## config.mk

```make
export PLATFORM = sky130hd
export DESIGN_NAME = audtx_top
export DESIGN_NICKNAME = d
export VERILOG_FILES = /design/src/rtl/audtx_pkg.sv /design/src/rtl/audtx_ctrl.sv /design/src/rtl/audtx_lane.sv /design/src/rtl/audtx_top.sv
export SDC_FILE = /design/constraint.sdc
export NUM_CORES = 1
export LEC_CHECK = 0
export BUFFER_PORTS_ARGS = -buffer_cell sky130_fd_sc_hd__buf_2
export CELL_PAD_IN_SITES_DETAIL_PLACEMENT = 0
export CELL_PAD_IN_SITES_GLOBAL_PLACEMENT = 1
export CORE_MARGIN = 1
export CORE_UTILIZATION = 47
export DETAILED_ROUTE_END_ITERATION = 10
export PLACE_DENSITY = 0.84
export SYNTH_ARGS = -nofsm -noshare
export SYNTH_HDL_FRONTEND = slang
export SYNTH_SLANG_ARGS = --single-unit
export TNS_END_PERCENT = 30
```

## constraint.sdc

```tcl
create_clock -name clk -period 11.75 [get_ports clk]
set_input_delay 0 -clock clk [delete_from_list [all_inputs] [get_ports clk]]
set_output_delay 0 -clock clk [all_outputs]
set_load 0.05 [all_outputs]
```

## src/rtl/audtx_pkg.sv

```systemverilog
package audtx_pkg;

  typedef enum logic [1:0] {
    FMT_LJ  = 2'd0,
    FMT_I2S = 2'd1,
    FMT_DSP = 2'd2
  } fmt_e;

  // strobes from control to each data lane
  typedef struct packed {
    logic fallEv;     // bit clock falls this cycle, a new slot starts
    logic accept;     // a parallel pair enters the holding stage
    logic frameLoad;  // holding stage moves into the shifting stage
  } strobe_t;

  function automatic fmt_e decodeMode(input logic [1:0] m);
    case (m)
      2'd1:    decodeMode = FMT_I2S;
      2'd2:    decodeMode = FMT_DSP;
      default: decodeMode = FMT_LJ;
    endcase
  endfunction

endpackage

```

## src/rtl/audtx_ctrl.sv

```systemverilog
module audtx_ctrl
  import audtx_pkg::*;
#(
  parameter int HALF_DIV = 2,
  parameter int SLOTS    = 32,
  parameter int MAX_WL   = 32
) (
  input  logic                         clk,
  input  logic                         rst_n,
  input  logic [1:0]                   modeIn,
  input  logic [$clog2(MAX_WL+1)-1:0]  wordLenIn,
  input  logic                         inValid,
  output logic                         inReady,
  output strobe_t                      strb,
  output logic                         newCh,
  output logic [$clog2(SLOTS)-1:0]     newPos,
  output fmt_e                         nextFmt,
  output logic [$clog2(MAX_WL+1)-1:0]  nextWl,
  output logic                         bclk,
  output logic                         fsync,
  output logic                         underrun
);

  localparam int FRAME_SLOTS = 2 * SLOTS;
  localparam int SLOT_W      = $clog2(FRAME_SLOTS);
  localparam int POS_W       = $clog2(SLOTS);
  localparam int HALF_W      = (HALF_DIV > 1) ? $clog2(HALF_DIV) : 1;
  localparam int WL_W        = $clog2(MAX_WL + 1);
  localparam int WL_CAP      = (MAX_WL < SLOTS) ? MAX_WL : SLOTS;
  localparam int WL_MIN      = 3;

  logic [HALF_W-1:0] halfCnt;
  logic              bclkR;
  logic [SLOT_W-1:0] slot;
  logic [SLOT_W-1:0] nextSlot;
  fmt_e              fmtAct;
  logic [WL_W-1:0]   wlAct;
  logic [WL_W-1:0]   wlReq;
  logic              pendFull;
  logic              underrunR;
  logic              fsyncR;
  logic              tick;
  logic              boundary;
  logic              fsNext;

  always_comb begin
    if (wordLenIn < WL_W'(WL_MIN))      wlReq = WL_W'(WL_MIN);
    else if (wordLenIn > WL_W'(WL_CAP)) wlReq = WL_W'(WL_CAP);
    else                                wlReq = wordLenIn;
  end

  always_comb begin
    tick     = (halfCnt == HALF_W'(HALF_DIV - 1));
    nextSlot = (slot == SLOT_W'(FRAME_SLOTS - 1)) ? '0 : slot + 1'b1;
    boundary = tick && bclkR && (nextSlot == '0);
    newCh    = (nextSlot >= SLOT_W'(SLOTS));
    newPos   = newCh ? POS_W'(nextSlot - SLOT_W'(SLOTS)) : POS_W'(nextSlot);
    nextFmt  = boundary ? decodeMode(modeIn) : fmtAct;
    nextWl   = boundary ? wlReq : wlAct;
    strb.fallEv    = tick && bclkR;
    strb.accept    = inValid && !pendFull;
    strb.frameLoad = boundary && pendFull;
  end

  always_comb begin
    case (nextFmt)
      FMT_I2S: fsNext = newCh;
      FMT_DSP: fsNext = (newPos == POS_W'(SLOTS - 1));
      default: fsNext = !newCh;
    endcase
  end

  always_ff @(posedge clk) begin
    if (!rst_n) begin
      halfCnt   <= '0;
      bclkR     <= 1'b0;
      slot      <= SLOT_W'(FRAME_SLOTS - 1);
      fsyncR    <= 1'b0;
      fmtAct    <= FMT_LJ;
      wlAct     <= WL_W'(WL_CAP);
      underrunR <= 1'b0;
      pendFull  <= 1'b0;
    end else begin
      if (tick) begin
        halfCnt <= '0;
        bclkR   <= !bclkR;
      end else begin
        halfCnt <= halfCnt + 1'b1;
      end
      if (strb.fallEv) begin
        slot   <= nextSlot;
        fsyncR <= fsNext;
      end
      if (boundary) begin
        fmtAct    <= nextFmt;
        wlAct     <= nextWl;
        underrunR <= !pendFull;
      end
      if (strb.frameLoad)   pendFull <= 1'b0;
      else if (strb.accept) pendFull <= 1'b1;
    end
  end

  assign bclk     = bclkR;
  assign fsync    = fsyncR;
  assign underrun = underrunR;
  assign inReady  = !pendFull;

endmodule

```

## src/rtl/audtx_lane.sv

```systemverilog
module audtx_lane
  import audtx_pkg::*;
#(
  parameter int SLOTS  = 32,
  parameter int MAX_WL = 32
) (
  input  logic                         clk,
  input  logic                         rst_n,
  input  strobe_t                      strb,
  input  logic                         newCh,
  input  logic [$clog2(SLOTS)-1:0]     newPos,
  input  fmt_e                         fmt,
  input  logic [$clog2(MAX_WL+1)-1:0]  wl,
  input  logic [MAX_WL-1:0]            leftIn,
  input  logic [MAX_WL-1:0]            rightIn,
  output logic                         dataOut
);

  localparam int IDX_W = (MAX_WL > 1) ? $clog2(MAX_WL) : 1;

  logic [MAX_WL-1:0] pendL, pendR, actL, actR, word;
  logic [IDX_W-1:0]  idx;
  logic              bitNow;
  logic              bitDly;
  logic              dataR;

  always_comb begin
    if (strb.frameLoad) word = newCh ? pendR : pendL;
    else                word = newCh ? actR : actL;
    if (int'(newPos) < int'(wl)) begin
      idx    = IDX_W'(int'(wl) - 1 - int'(newPos));
      bitNow = word[idx];
    end else begin
      idx    = '0;
      bitNow = 1'b0;
    end
  end

  always_ff @(posedge clk) begin
    if (!rst_n) begin
      pendL  <= '0;
      pendR  <= '0;
      actL   <= '0;
      actR   <= '0;
      bitDly <= 1'b0;
      dataR  <= 1'b0;
    end else begin
      if (strb.accept) begin
        pendL <= leftIn;
        pendR <= rightIn;
      end
      if (strb.frameLoad) begin
        actL <= pendL;
        actR <= pendR;
      end
      if (strb.fallEv) begin
        bitDly <= bitNow;
        dataR  <= (fmt == FMT_I2S) ? bitDly : bitNow;
      end
    end
  end

  assign dataOut = dataR;

endmodule

```

## src/rtl/audtx_top.sv

```systemverilog
module audtx_top
  import audtx_pkg::*;
#(
  parameter int HALF_DIV = 2,
  parameter int SLOTS    = 32,
  parameter int MAX_WL   = 32
) (
  input  logic                         clk,
  input  logic                         rst_n,
  input  logic [1:0]                   mode,
  input  logic [$clog2(MAX_WL+1)-1:0]  wordLen,
  input  logic                         inValid,
  output logic                         inReady,
  input  logic [MAX_WL-1:0]            priLeft,
  input  logic [MAX_WL-1:0]            priRight,
  input  logic [MAX_WL-1:0]            secLeft,
  input  logic [MAX_WL-1:0]            secRight,
  output logic                         bclk,
  output logic                         fsync,
  output logic                         priData,
  output logic                         secData,
  output logic                         underrun
);

  localparam int NUM_LINES = 2;
  localparam int POS_W     = $clog2(SLOTS);
  localparam int WL_W      = $clog2(MAX_WL + 1);

  strobe_t          strb;
  logic             newCh;
  logic [POS_W-1:0] newPos;
  fmt_e             nextFmt;
  logic [WL_W-1:0]  nextWl;

  logic [MAX_WL-1:0] leftArr  [NUM_LINES];
  logic [MAX_WL-1:0] rightArr [NUM_LINES];
  logic              lineOut  [NUM_LINES];

  assign leftArr[0]  = priLeft;
  assign rightArr[0] = priRight;
  assign leftArr[1]  = secLeft;
  assign rightArr[1] = secRight;

  audtx_ctrl #(
    .HALF_DIV(HALF_DIV), .SLOTS(SLOTS), .MAX_WL(MAX_WL)
  ) u_ctrl (
    .clk(clk), .rst_n(rst_n), .modeIn(mode), .wordLenIn(wordLen),
    .inValid(inValid), .inReady(inReady), .strb(strb),
    .newCh(newCh), .newPos(newPos), .nextFmt(nextFmt), .nextWl(nextWl),
    .bclk(bclk), .fsync(fsync), .underrun(underrun)
  );

  for (genvar g = 0; g < NUM_LINES; g++) begin : g_line
    audtx_lane #(.SLOTS(SLOTS), .MAX_WL(MAX_WL)) u_lane (
      .clk(clk), .rst_n(rst_n), .strb(strb), .newCh(newCh),
      .newPos(newPos), .fmt(nextFmt), .wl(nextWl),
      .leftIn(leftArr[g]), .rightIn(rightArr[g]), .dataOut(lineOut[g])
    );
  end

  assign priData = lineOut[0];
  assign secData = lineOut[1];

endmodule

```

**Word-level counts from Yosys, hierarchy flattened**

Cells that the tools add are included.

- Bits in registers: 279
- Output and inout bits: 6
- Word-level logic and storage cells: 69

- Add/sub/neg operators: 5
- Magnitude comparators: 5
- Equality and inequality tests: 6
- Muxes and demuxes: 22
- Bitwise logic cells: 1
- Reductions and logical operators: 10

Operators by type and width:

| kind | number |
|---|---|
| $mux 32 | 6 |
| $mux 6 | 4 |
| $bmux 1 s5 | 2 |
| $sub 5x1->5 const B | 2 |
| $add 6x1->6 const B | 1 |
| $eq 6x6->1 const B | 1 |
| $ge 6x6->1 const B | 1 |
| $gt 6x6->1 const B | 1 |
| $logic_not 6->1 | 1 |
| $lt 5x6->1 | 1 |
| $lt 5x6->1 const B | 1 |
| $lt 6x2->1 const B | 1 |
| $mux 1 | 6 |
| $eq 5x5->1 const B | 1 |
| $mux 5 | 1 |
| $sub 5x5->5 | 1 |
| $eq 2x1->1 const B | 2 |
| $eq 2x2->1 const B | 2 |
| $logic_and 1x1->1 | 4 |
| $pmux 2 s2 | 1 |
| $reduce_or 2->1 | 2 |
| $logic_not 1->1 | 3 |
| $mux 2 | 1 |
| $pmux 1 s2 | 1 |
| 2 further kinds | 2 |

**Longest topological paths before layout**

Gate-level depths: netlist of run 1.

- Depth after elaboration: 11
- Depth in mapped cells: 23
- Gate-level depth less buffers: 18

**Hierarchy**

A second synthesis of run 1 with hierarchy kept.

- Cell total of the unflattened synthesis: 1224
- Area, all modules: 13670.6 µm²

Modules (own cells, without submodules):

| module | instances | cells each | area an instance (µm²) | sequential area each (µm²) |
|---|---|---|---|---|
| audtx_lane | 2 | 551 | 6294.8 | 2602.5 |
| audtx_ctrl | 1 | 122 | 1081.0 | 380.4 |

**Worst setup path before layout of run 1**

No wires, ideal clock.

- Path type: flip-flop to flip-flop
- Start: reg u_ctrl.slot[0]
- End: reg g_line[0].u_lane.dataR
- Library setup time: 0.129 ns
- Arrival time: 4.252 ns
- Path slack: 7.369 ns
- Stages on the path, launching flop included: 21
- Path buffers: 7
- Clock period less this slack: 4.381 ns
- Cells stage by stage: dfxtp_1 ha_1 buf_2 a21oi_1 o21a_1 or2_1 buf_6 nor4_4 buf_6 mux2_2 ha_1 buf_2 buf_2 buf_2 buf_1 mux2i_1 nand2_1 o2111ai_1 nand4_1 a32oi_1 o211ai_1

- Word-level cells in the longest chain between the ends: 11

RTL lines:

| what | line | source |
|---|---|---|
| start: declaration | audtx_ctrl.sv:34 | `logic [SLOT_W-1:0] slot;` |
| start signal: assignment | audtx_ctrl.sv:77 | `slot <= SLOT_W'(FRAME_SLOTS - 1);` |
| start signal: assignment | audtx_ctrl.sv:91 | `slot <= nextSlot;` |
| $add 6x1->6 or $eq 6x6->1 (tied branches) | audtx_ctrl.sv:54 | `nextSlot = (slot == SLOT_W'(FRAME_SLOTS - 1)) ? '0 : slot + 1'b1;` |
| $mux 6 (*) | audtx_ctrl.sv:54 |  |
| $logic_not 6->1 (*) | audtx_ctrl.sv:55 | `boundary = tick && bclkR && (nextSlot == '0);` |
| $logic_and 1x1->1 (*) | audtx_ctrl.sv:55 |  |
| $mux 6 (*) | audtx_ctrl.sv:59 | `nextWl = boundary ? wlReq : wlAct;` |
| named net g_line[0].u_lane.wl[0] | audtx_lane.sv:13 | `input logic [$clog2(MAX_WL+1)-1:0] wl,` |
| $sub 5x1->5 | audtx_lane.sv:31 | `idx = IDX_W'(int'(wl) - 1 - int'(newPos));` |
| $sub 5x5->5 | audtx_lane.sv:31 |  |
| $bmux 1 s5 | audtx_lane.sv:32 | `bitNow = word[idx];` |
| $mux 1 (not written as such) | audtx_lane.sv:32 |  |
| $mux 1 (*) | audtx_lane.sv:30 | `if (int'(newPos) < int'(wl)) begin` |
| $mux 1 (*) | audtx_lane.sv:58 | `dataR <= (fmt == FMT_I2S) ? bitDly : bitNow;` |
| end signal: assignment | audtx_lane.sv:58 |  |
| end: declaration | audtx_lane.sv:25 | `logic dataR;` |

Mark *: on every way through the listed nets, which the timed path passes. The rest lies on a longest branch. The select of a mux whose other input is x is not followed.
A chain may end at the register's enable or synchronous reset.

**Worst setup path after layout of run 1**

- Start: reg u_ctrl.slot[0]
- End: reg g_line[1].u_lane.bitDly

- Word-level cells in the longest chain between the ends: 10

RTL lines:

| what | line | source |
|---|---|---|
| $add 6x1->6 or $eq 6x6->1 (tied branches) | audtx_ctrl.sv:54 |  |
| $mux 6 (*) | audtx_ctrl.sv:54 |  |
| $logic_not 6->1 (*) | audtx_ctrl.sv:55 |  |
| $logic_and 1x1->1 (*) | audtx_ctrl.sv:55 |  |
| $mux 6 (*) | audtx_ctrl.sv:59 |  |
| named net g_line[0].u_lane.wl[0] | audtx_lane.sv:13 |  |
| $sub 5x1->5 | audtx_lane.sv:31 |  |
| $sub 5x5->5 | audtx_lane.sv:31 |  |
| $bmux 1 s5 | audtx_lane.sv:32 |  |
| $mux 1 (not written as such) | audtx_lane.sv:32 |  |
| $mux 1 (*) | audtx_lane.sv:30 |  |
| end signal: assignment | audtx_lane.sv:57 | `bitDly <= bitNow;` |
| end: declaration | audtx_lane.sv:24 | `logic bitDly;` |

Marks and branches as above.

==> run summary, run 1 <==
The post-synthesis sequential element count is 279. The fraction of the core area covered by cells at the end of the flow is around 60%. The final design instance area without fill came out at 15840 um^2. The clock transition time at the flip-flop clock pins of the worst setup and hold paths came out at about 0.060 ns. In the routed layout, each cell is associated on average with a via count of roughly 5.2.

The number of global-route vias before repair came out at 10530. The cell area after synthesis is 12680 um^2. The largest total area in the synthesized netlist belongs to dfxtp_1. In this run the static leakage power is 6.023 nW.

The most frequently used flop master after synthesis is dfxtp_1. The maximum count of clock buffers along a single path is 3. The share of the Yosys chip area taken by registers is between 40 and 50%. For this configuration, the core starts out at a cell density of 48.27%. The count of synthesis-stage warnings from yosys came out at 0.

The final weighted congestion of routability-driven global placement came out at 0.9074. Leaving out fill and tap cells, the most frequent cells in the layout are nand2_1, dfxtp_1, a21boi_0, buf_2, dlygate4sd3_1. Between clock sinks in the finished design, the worst skew comes to 0.04000 ns.

The normalized max-slew margin came out at 32.79%. The total routed wirelength is 34260 um. The power per cell area came out at 145.7 nW/um^2. The critical path startpoint category is a flip-flop. The largest single stage delay on the critical path is between 0.6 and 0.7 ns.

The proportion of netlist area held by the largest area contributor is 44.03%. The count of port buffers added during placement came out at 144. The leading cell type in the layout, fill and taps excluded is nand2_1.

The count of nets after finishing is 1922. The vertical die dimension is 166.3 um. Walking the worst path, the cells encountered are ha_1 -> a21oi_1 -> o21a_1 -> or2_1 -> nor4_4 -> mux2_2 -> ha_2 -> buf_4 -> inv_1 -> nor2_1 -> a221oi_1 -> o32ai_1 -> o32ai_1 -> o32ai_1 -> o211ai_1 -> a21boi_1. The run finished, with violations left. The arrival time at the worst endpoint came out at 6.05 ns. The detailed router's first-iteration violation count came out at 813. In this run the number of H-tree levels came out at 1. The antenna diode count came out at 0. The detailed-route wire length per cell came out at 16.11 um.

The number of antenna violations at the first check in global routing came out at 0. The routed via count came out at 11150. The max-slew violation count came out at 0.

Summing all placed instances gives a cell area of about 13000 um^2. The data required time at the worst endpoint is about 12 ns. The number of distinct standard cells referenced by the synthesized netlist came out at 65. The final number of hold-violating endpoints is 0.

The tool flagged a number of max-cap violations equal to 0. The synthesized design contains 0 enable-type register cells. The clock latency on the worst-skew pair is 0.58 ns. The global-route wire length before repair is 56330 um. The horizontal die dimension is 166.3 um. The number of sinks handled by clock tree synthesis is 279. The critical path in this run is classified as flip-flop to flip-flop.

The maximum number of pins on one net before global-route repair came out at 165. Compared with the post-synthesis result, the final layout area differs by 24.91%. The number of instances in the synthesized netlist came out at 1561. The placeable core region came out at 26280 um^2. The total overflow reported by the global router came out at 0. After synthesis, the cell types taking the most area are dfxtp_1, nand2_1, a21boi_0, mux2i_1, clkbuf_1. The overall power is 2.309 mW.

The final critical-path required period came out at roughly 5.6 ns. The post-detailed-placement half-perimeter wirelength is between 20000 and 25000 um. The tree is rooted in a clkbuf_16. The type of destination of the critical path is a flip-flop.

The all-layer global routing usage came out at between 20% and 30%. The die footprint came out at 27650 um^2. For the final routed database, the setup TNS stands at 0 ns. The remaining antenna violation count after routing is 0. Fill cells in the final layout number 2364. The transition time at the pin with the least slew margin came out at 1.006 ns.

The tightest hold path in the finished design has a slack of 0.02084 ns. Setup repair after global routing left no endpoint under its margin. The achievable clock frequency is 179.5 MHz. The proportion of synthesized flip-flops having asynchronous set or reset came out at 0%. Dividing the synthesized area by the synthesized cell count gives a little over 8 um^2. Counting every net in the synthesized netlist gives approximately 1700. Counting stages on the worst path, the most repeated cell is o32ai_1. The final routed DRC violation total came out at 11. The peak ir drop on the vdd network came out at ~0.098 mV.

The tightest min-delay check is of the input pin to flip-flop type. The largest driver fanout on the critical path came out at 44. TritonCTS built the clock tree. The total iterations of the first detailed-routing run came out at 8. The final reports fail on design-rule violations. The number of clock buffers added by TritonCTS is 30. Cells with a size suffix above 1 make up 13.06% of the layout. The row count came out at 59. The slowest stage of the critical path is the nor4_4 cell. The boundary pin count is 145. The setup violation total in the final timing report is 0.

The portion of the clock cycle consumed by the worst path in the final layout came out at 47.41%.
## registers in the layout (all words and copies together) (netlist names)
register               flops
g_line.u_lane.actL        64
g_line.u_lane.actR        64
g_line.u_lane.bitDly       2
g_line.u_lane.dataOut      2
g_line.u_lane.pendL       64
g_line.u_lane.pendR       64
u_ctrl.bclk                1
u_ctrl.fmtAct              2
u_ctrl.fsync               1
u_ctrl.halfCnt             1
u_ctrl.pendFull            1
u_ctrl.slot                6
u_ctrl.underrun            1
u_ctrl.wlAct               6
## power breakdown
part | switching, mW | internal, mW | leakage [nW]
combinational | 0.190 | 0.138 | 3.25
clock | 0.392 | 0.587 | 0.507
sequential | 0.0250 | 0.977 | 2.27
total | 0.607 | 1.70 | 6.02
## area by class of cell
| cell class | count | area [um^2] | share of cell area, % |
|---|---|---|---|
| repair buffers | 295 | 2203 | 13.91 |
| well taps | 335 | 419.2 | 2.646 |
| inverters | 14 | 52.55 | 0.3317 |
| multi-input cells | 1148 | 6539 | 41.27 |
| flip-flops and latches | 279 | 5585 | 35.25 |
| clock inverters | 15 | 212.7 | 1.342 |
| clock buffers | 41 | 832.0 | 5.252 |
## cell families after synthesis
| family | Yosys count | synth area share (%) |
|---|---|---|
| muxes | 49 | 4.685 |
| AOI/OAI and AO/OA | 380 | 22.17 |
| buffers and inverters | 134 | 4.675 |
| xor gates and xnor gates | 13 | 0.8976 |
| DFF | 279 | 44.03 |
| adders and majority gates | 15 | 1.539 |
| and+or+nand+nor | 691 | 22.00 |
## through the flow
| step | setup WS (ns) | std cells |
|---|---|---|
| 2_1_floorplan | 7.369 | 1561 |
| 3_3_place_gp | 6.439 | 1934 |
| 3_5_place_dp | 6.231 | 1934 |
| 4_1_cts | 6.212 | 2127 |
| 5_1_grt | 5.759 | 2127 |
| 6_report | 6.179 | 2127 |
## cells in the mapped netlist, types with 9 or more instances
cell,instances
inv_1,14
buf_1,9
nand3_1,14
mux2i_1,38
clkbuf_1,91
o211ai_1,16
o21ai_0,19
nand2_1,596
buf_2,9
buf_6,10
nor2b_1,18
a31oi_1,12
nor2_1,23
ha_1,14
a21boi_0,256
nor3_1,9
a21oi_1,25
dfxtp_1,279
## critical path, delay by kind of cell, from the launching register on
family | cells | cell delay, ns
AOI/OAI and AO/OA | 8 | 1.43
and+or+nand+nor | 3 | 1.37
adders and majority gates | 2 | 0.95
buffers and inverters | 2 | 0.83
DFF | 1 | 0.46
muxes | 1 | 0.44
## final timing paths
kind | start | to | slack, ns | cells after the start
max | u_ctrl.slot[0] | g_line[1].u_lane.bitDly | 6.18 | 16
min reg2reg | g_line[1].u_lane.bitDly | g_line[1].u_lane.bitDly | 0.46 | 2
max reg2reg | u_ctrl.slot[0] | g_line[1].u_lane.bitDly | 6.18 | 16
min | wordLen[1] | u_ctrl.wlAct[1] | 0.02 | 5
## routing by layer
layer,up-vias,part of all wire [%],track usage (%)
met3,49,5.5,3.694
met1,5159,49,36.63
li1,5635,-,-
met2,306,44,37.90
met5,-,0,0
met4,0,2.0,6.159
## repair_timing
action,in CTS,in global routing
hold buffers,137,0
setup endpoints to repair,0,0
resized for setup,0,0
endpoints found under the hold margin,136,0
setup buffers,0,0
(Power assumes the default switching activity.)
==> run 2: changes to the inputs <==
--- a/config.mk
+++ b/config.mk
@@ -5,13 +5,14 @@
 export SDC_FILE = /design/constraint.sdc
 export NUM_CORES = 1
 export LEC_CHECK = 0
+export ABC_AREA = 1
 export BUFFER_PORTS_ARGS = -buffer_cell sky130_fd_sc_hd__buf_2
 export CELL_PAD_IN_SITES_DETAIL_PLACEMENT = 0
 export CELL_PAD_IN_SITES_GLOBAL_PLACEMENT = 1
 export CORE_MARGIN = 1
-export CORE_UTILIZATION = 47
+export CORE_UTILIZATION = 38
 export DETAILED_ROUTE_END_ITERATION = 10
-export PLACE_DENSITY = 0.84
+export PLACE_DENSITY = 0.75
 export SYNTH_ARGS = -nofsm -noshare
 export SYNTH_HDL_FRONTEND = slang
 export SYNTH_SLANG_ARGS = --single-unit
==> constraint.sdc (replaced) <==
create_clock -name clk -period 4.55 [get_ports clk]
set_input_delay 0 -clock clk [delete_from_list [all_inputs] [get_ports clk]]
set_output_delay 0 -clock clk [all_outputs]
set_load 0.05 [all_outputs]
==> run summary, run 2 <==
For this design, the slowest cell found on the critical path is fa_2. The number of sinks handled by clock tree synthesis is 279. The worst setup path is launched from a flip-flop. The cell area after synthesis is roughly 12000 um^2. The number of enable flip-flop cells after synthesis is 0. The setup violation total in the final timing report came out at 0. The total nets after synthesis came out at 1922. The proportion of synthesized flip-flops having asynchronous set or reset came out at 0%. The type of the setup path with the least slack is flip-flop to flip-flop. The boundary pin count is 145. The delay contributed by the slowest stage of the critical path is 0.84 ns. The global-route wire length before repair is roughly 61000 um. Adding up every negative setup slack in the final design gives 0 ns.

The fraction of met1 tracks used by global routing is between 30% and 40%. After detailed routing, the average wire length per cell comes to 15.55 um. The total instance count after detailed placement came out at about 2200.

The largest total area in the synthesized netlist belongs to dfxtp_1. The horizontal die dimension is 182.3 um. The count of nets after finishing came out at about 2100. The achievable clock frequency came out at ~240 MHz. The final design instance area without fill came out at 15790 um^2. The vertical die dimension came out at roughly 180 um. The cell family contributing the most delay on the critical path is simple AND/OR/NAND/NOR gates. The total placed instance area is ~13000 um^2.

The worst hold path belongs to the class input pin to flip-flop. The share of synthesized area occupied by flip-flops and latches is 45.21%. The clock transition time at the flip-flop clock pins of the worst setup and hold paths is roughly 0.060 ns. The portion of the clock cycle consumed by the worst path in the final layout came out at 90.16%. The post-detailed-placement half-perimeter wirelength came out at between 20000 and 25000 um. Leaving out fill and tap cells, the most frequent cells in the layout are nand2_1, dfxtp_1, nor2_1, o21ai_0, a21oi_1.

In this run the clock root is driven by a clkbuf_16. The final-layout fill cell count came out at 3226. The area used by multi-input combinational logic came out at 5644 um^2. The largest driver fanout on the critical path came out at 17. The clock passes through at most 3 buffers.

The count of synthesis-stage warnings from yosys is 0. Counting flops and latches in the post-synthesis netlist gives 279. The final number of hold-violating endpoints is 0. The die footprint is 33230 um^2. In the routed design, unresolved DRC markers number 0. At the end of routability-driven placement, the weighted congestion stood at 0.8664. Yosys attributes the largest share of cell area to dfxtp_1, nand2_1, o21ai_0, nor2_1, a21oi_1. The max-slew violation count came out at 0. Traced cell by cell, the critical path runs through ha_1 -> nand4_1 -> nand2_1 -> nand2_1 -> nor2_4 -> nand2_2 -> inv_2 -> o21ai_0 -> inv_1 -> ha_1 -> inv_1 -> fa_2 -> clkinvlp_4 -> buf_4 -> nand3_1 -> nand3_1 -> nand3_1 -> nand3_1 -> nand3_1 -> nand2_1 -> nand2_1 -> nand2_1. After global routing, the most crowded layer is met2. Counting every instance in the synthesized netlist gives 1768. The number of antenna violations at the first check in global routing came out at 0.

The flow ran to the end, and the final reports show no timing, DRC or antenna violations. The pre-antenna-repair detailed-routing pass consisted of 5 iterations. For met2 alone, demand over resource in global routing was between 30% and 40%. TritonCTS built the clock tree. For the pin with the worst max-slew slack, the measured transition is 1.109 ns. The fraction of final layout cells with drive strength greater than 1 is 12.00%. The normalized max-slew margin came out at 26.10%. Ranked by instance count, the synthesized netlist is headed by nand2_1, dfxtp_1, nor2_1, o21ai_0, a21oi_1. The placeable core region came out at approximately 32000 um^2. The count of port buffers added during placement is 144.

The arrival time at the worst endpoint is 4.51 ns. In this run, distinct cell masters in the synthesized netlist total 37. The maximum number of pins on one net before global-route repair came out at 127. The detailed router's first-iteration violation count came out at 853.

The area added between synthesis and finish came out at 27.85%. The clock latency on the worst-skew pair came out at 0.52 ns. The sequential cell area in the final layout is roughly 5600 um^2. The worst setup path is captured at a flip-flop. STA puts the critical path data required time at 4.96 ns. The proportion of netlist area held by the largest area contributor came out at about 45%. Setup repair after global routing left no endpoint under its margin. The detail-routed via count per cell came out at 4.976. VDD sags by at most 0.2685 mV. The leakage power of the design is 6.910 nW. In this run the remaining antenna-violating nets after routing total 0. The average instance area after synthesis came out at between 6 and 7 um^2. The most common cell in the synthesized netlist is nand2_1.

The final critical-path required period is 4.102 ns. The routed via count came out at 12160. Global routing used 22.72% of the available tracks. The routed design has 37980 um of wire.

The total CTS buffers came out at 34. Max-cap violations in this run came to 0. The deepest level of the CTS H-tree came out at 2. The number of global-route vias before repair is between 10000 and 15000. The most frequently used flop master after synthesis is dfxtp_1. The count of placed standard cells in the final layout, fillers left out is about 2400. On the final layout, the worst clock skew is 0.02457 ns. In this run the register-to-register setup slack is 0.45 ns.

The antenna diode count came out at 0. The global-route met3 utilization came out at about 2.9%. The leading cell type in the layout, fill and taps excluded is nand2_1. The total overflow reported by the global router came out at 0. The row count is 65.

In this run the power density over the cells is 406.5 nW/um^2. The initial utilization of the core area, before any placement, comes to 38.85%. The buffer and inverter count on the worst path came out at 5.
-- run 2: routing by layer --
| metal | routed length (um) | vias up |
|---|---|---|
| met1 | 18050 | 5610 |
| met2 | 17420 | 296 |
| met3 | 1705 | 63 |
| met5 | 0 | - |
| li1 | - | 6188 |
| met4 | 807 | 0 |
-- run 2: tightest hold or removal path: stages --
cell     delay, ns
buf_2         0.10
inv_1         0.07
nor2_1        0.05
nand2_1       0.05
o21ai_0       0.11
inv_1         0.09
nor2_1        0.04
-- run 2: layout make-up --
| class | instances | area share [%] |
|---|---|---|
| clock inverters | 8 | 0.7130 |
| multi-input cells | 1206 | 35.74 |
| well taps | 435 | 3.446 |
| inverters | 155 | 3.723 |
| flip-flops and latches | 279 | 35.37 |
| clock buffers | 51 | 6.179 |
| repair buffers | 309 | 14.83 |
-- run 2: power by group --
part           switching [mW]  total, mW  internal (mW)
clock                    1.04       2.64           1.60
sequential             0.0591       2.62           2.56
combinational           0.750       1.16          0.414
-- run 2: worst paths after layout --
check	from	to	cells past startpoint
setup / recovery	u_ctrl.slot[0]	g_line[1].u_lane.dataOut	22
hold / removal	mode[1]	u_ctrl.fmtAct[1]	7
setup reg to reg	u_ctrl.slot[0]	g_line[1].u_lane.dataOut	22
hold reg to reg	g_line[1].u_lane.actL[28]	g_line[1].u_lane.actL[28]	2
-- run 2: logic make-up after synthesis --
family,synth area share [%]
AOI/OAI and AO/OA,15.32
and+or+nand+nor,28.31
buffers and inverters,9.359
xor gates and xnor gates,0.2127
adders and majority gates,1.580
DFF,45.21
-- run 2: stage by stage --
step / total power, mW / util [%] / hold WS (ns) / setup slack [ns]
after global routing: 6.720 / 49.67 / 0.09808 / 0.03952
after global placement: 3.719 / 41.83 / 0.2212 / 0.2572
final: 6.420 / 49.67 / 0.03627 / 0.4475
after detailed placement: 3.721 / 41.83 / 0.2260 / 0.06540
after floorplan: 3.379 / - / 0.1349 / 0.7652
after CTS: 6.456 / 49.57 / 0.03279 / 0.03273
-- run 2: repair_timing --
action                     4_1_cts  5_1_grt
gates resized for setup          0        4
setup endpoints to repair        0        4
hold endpoints to repair       139        0
buffers inserted                 0        2
hold buffers                   137        0
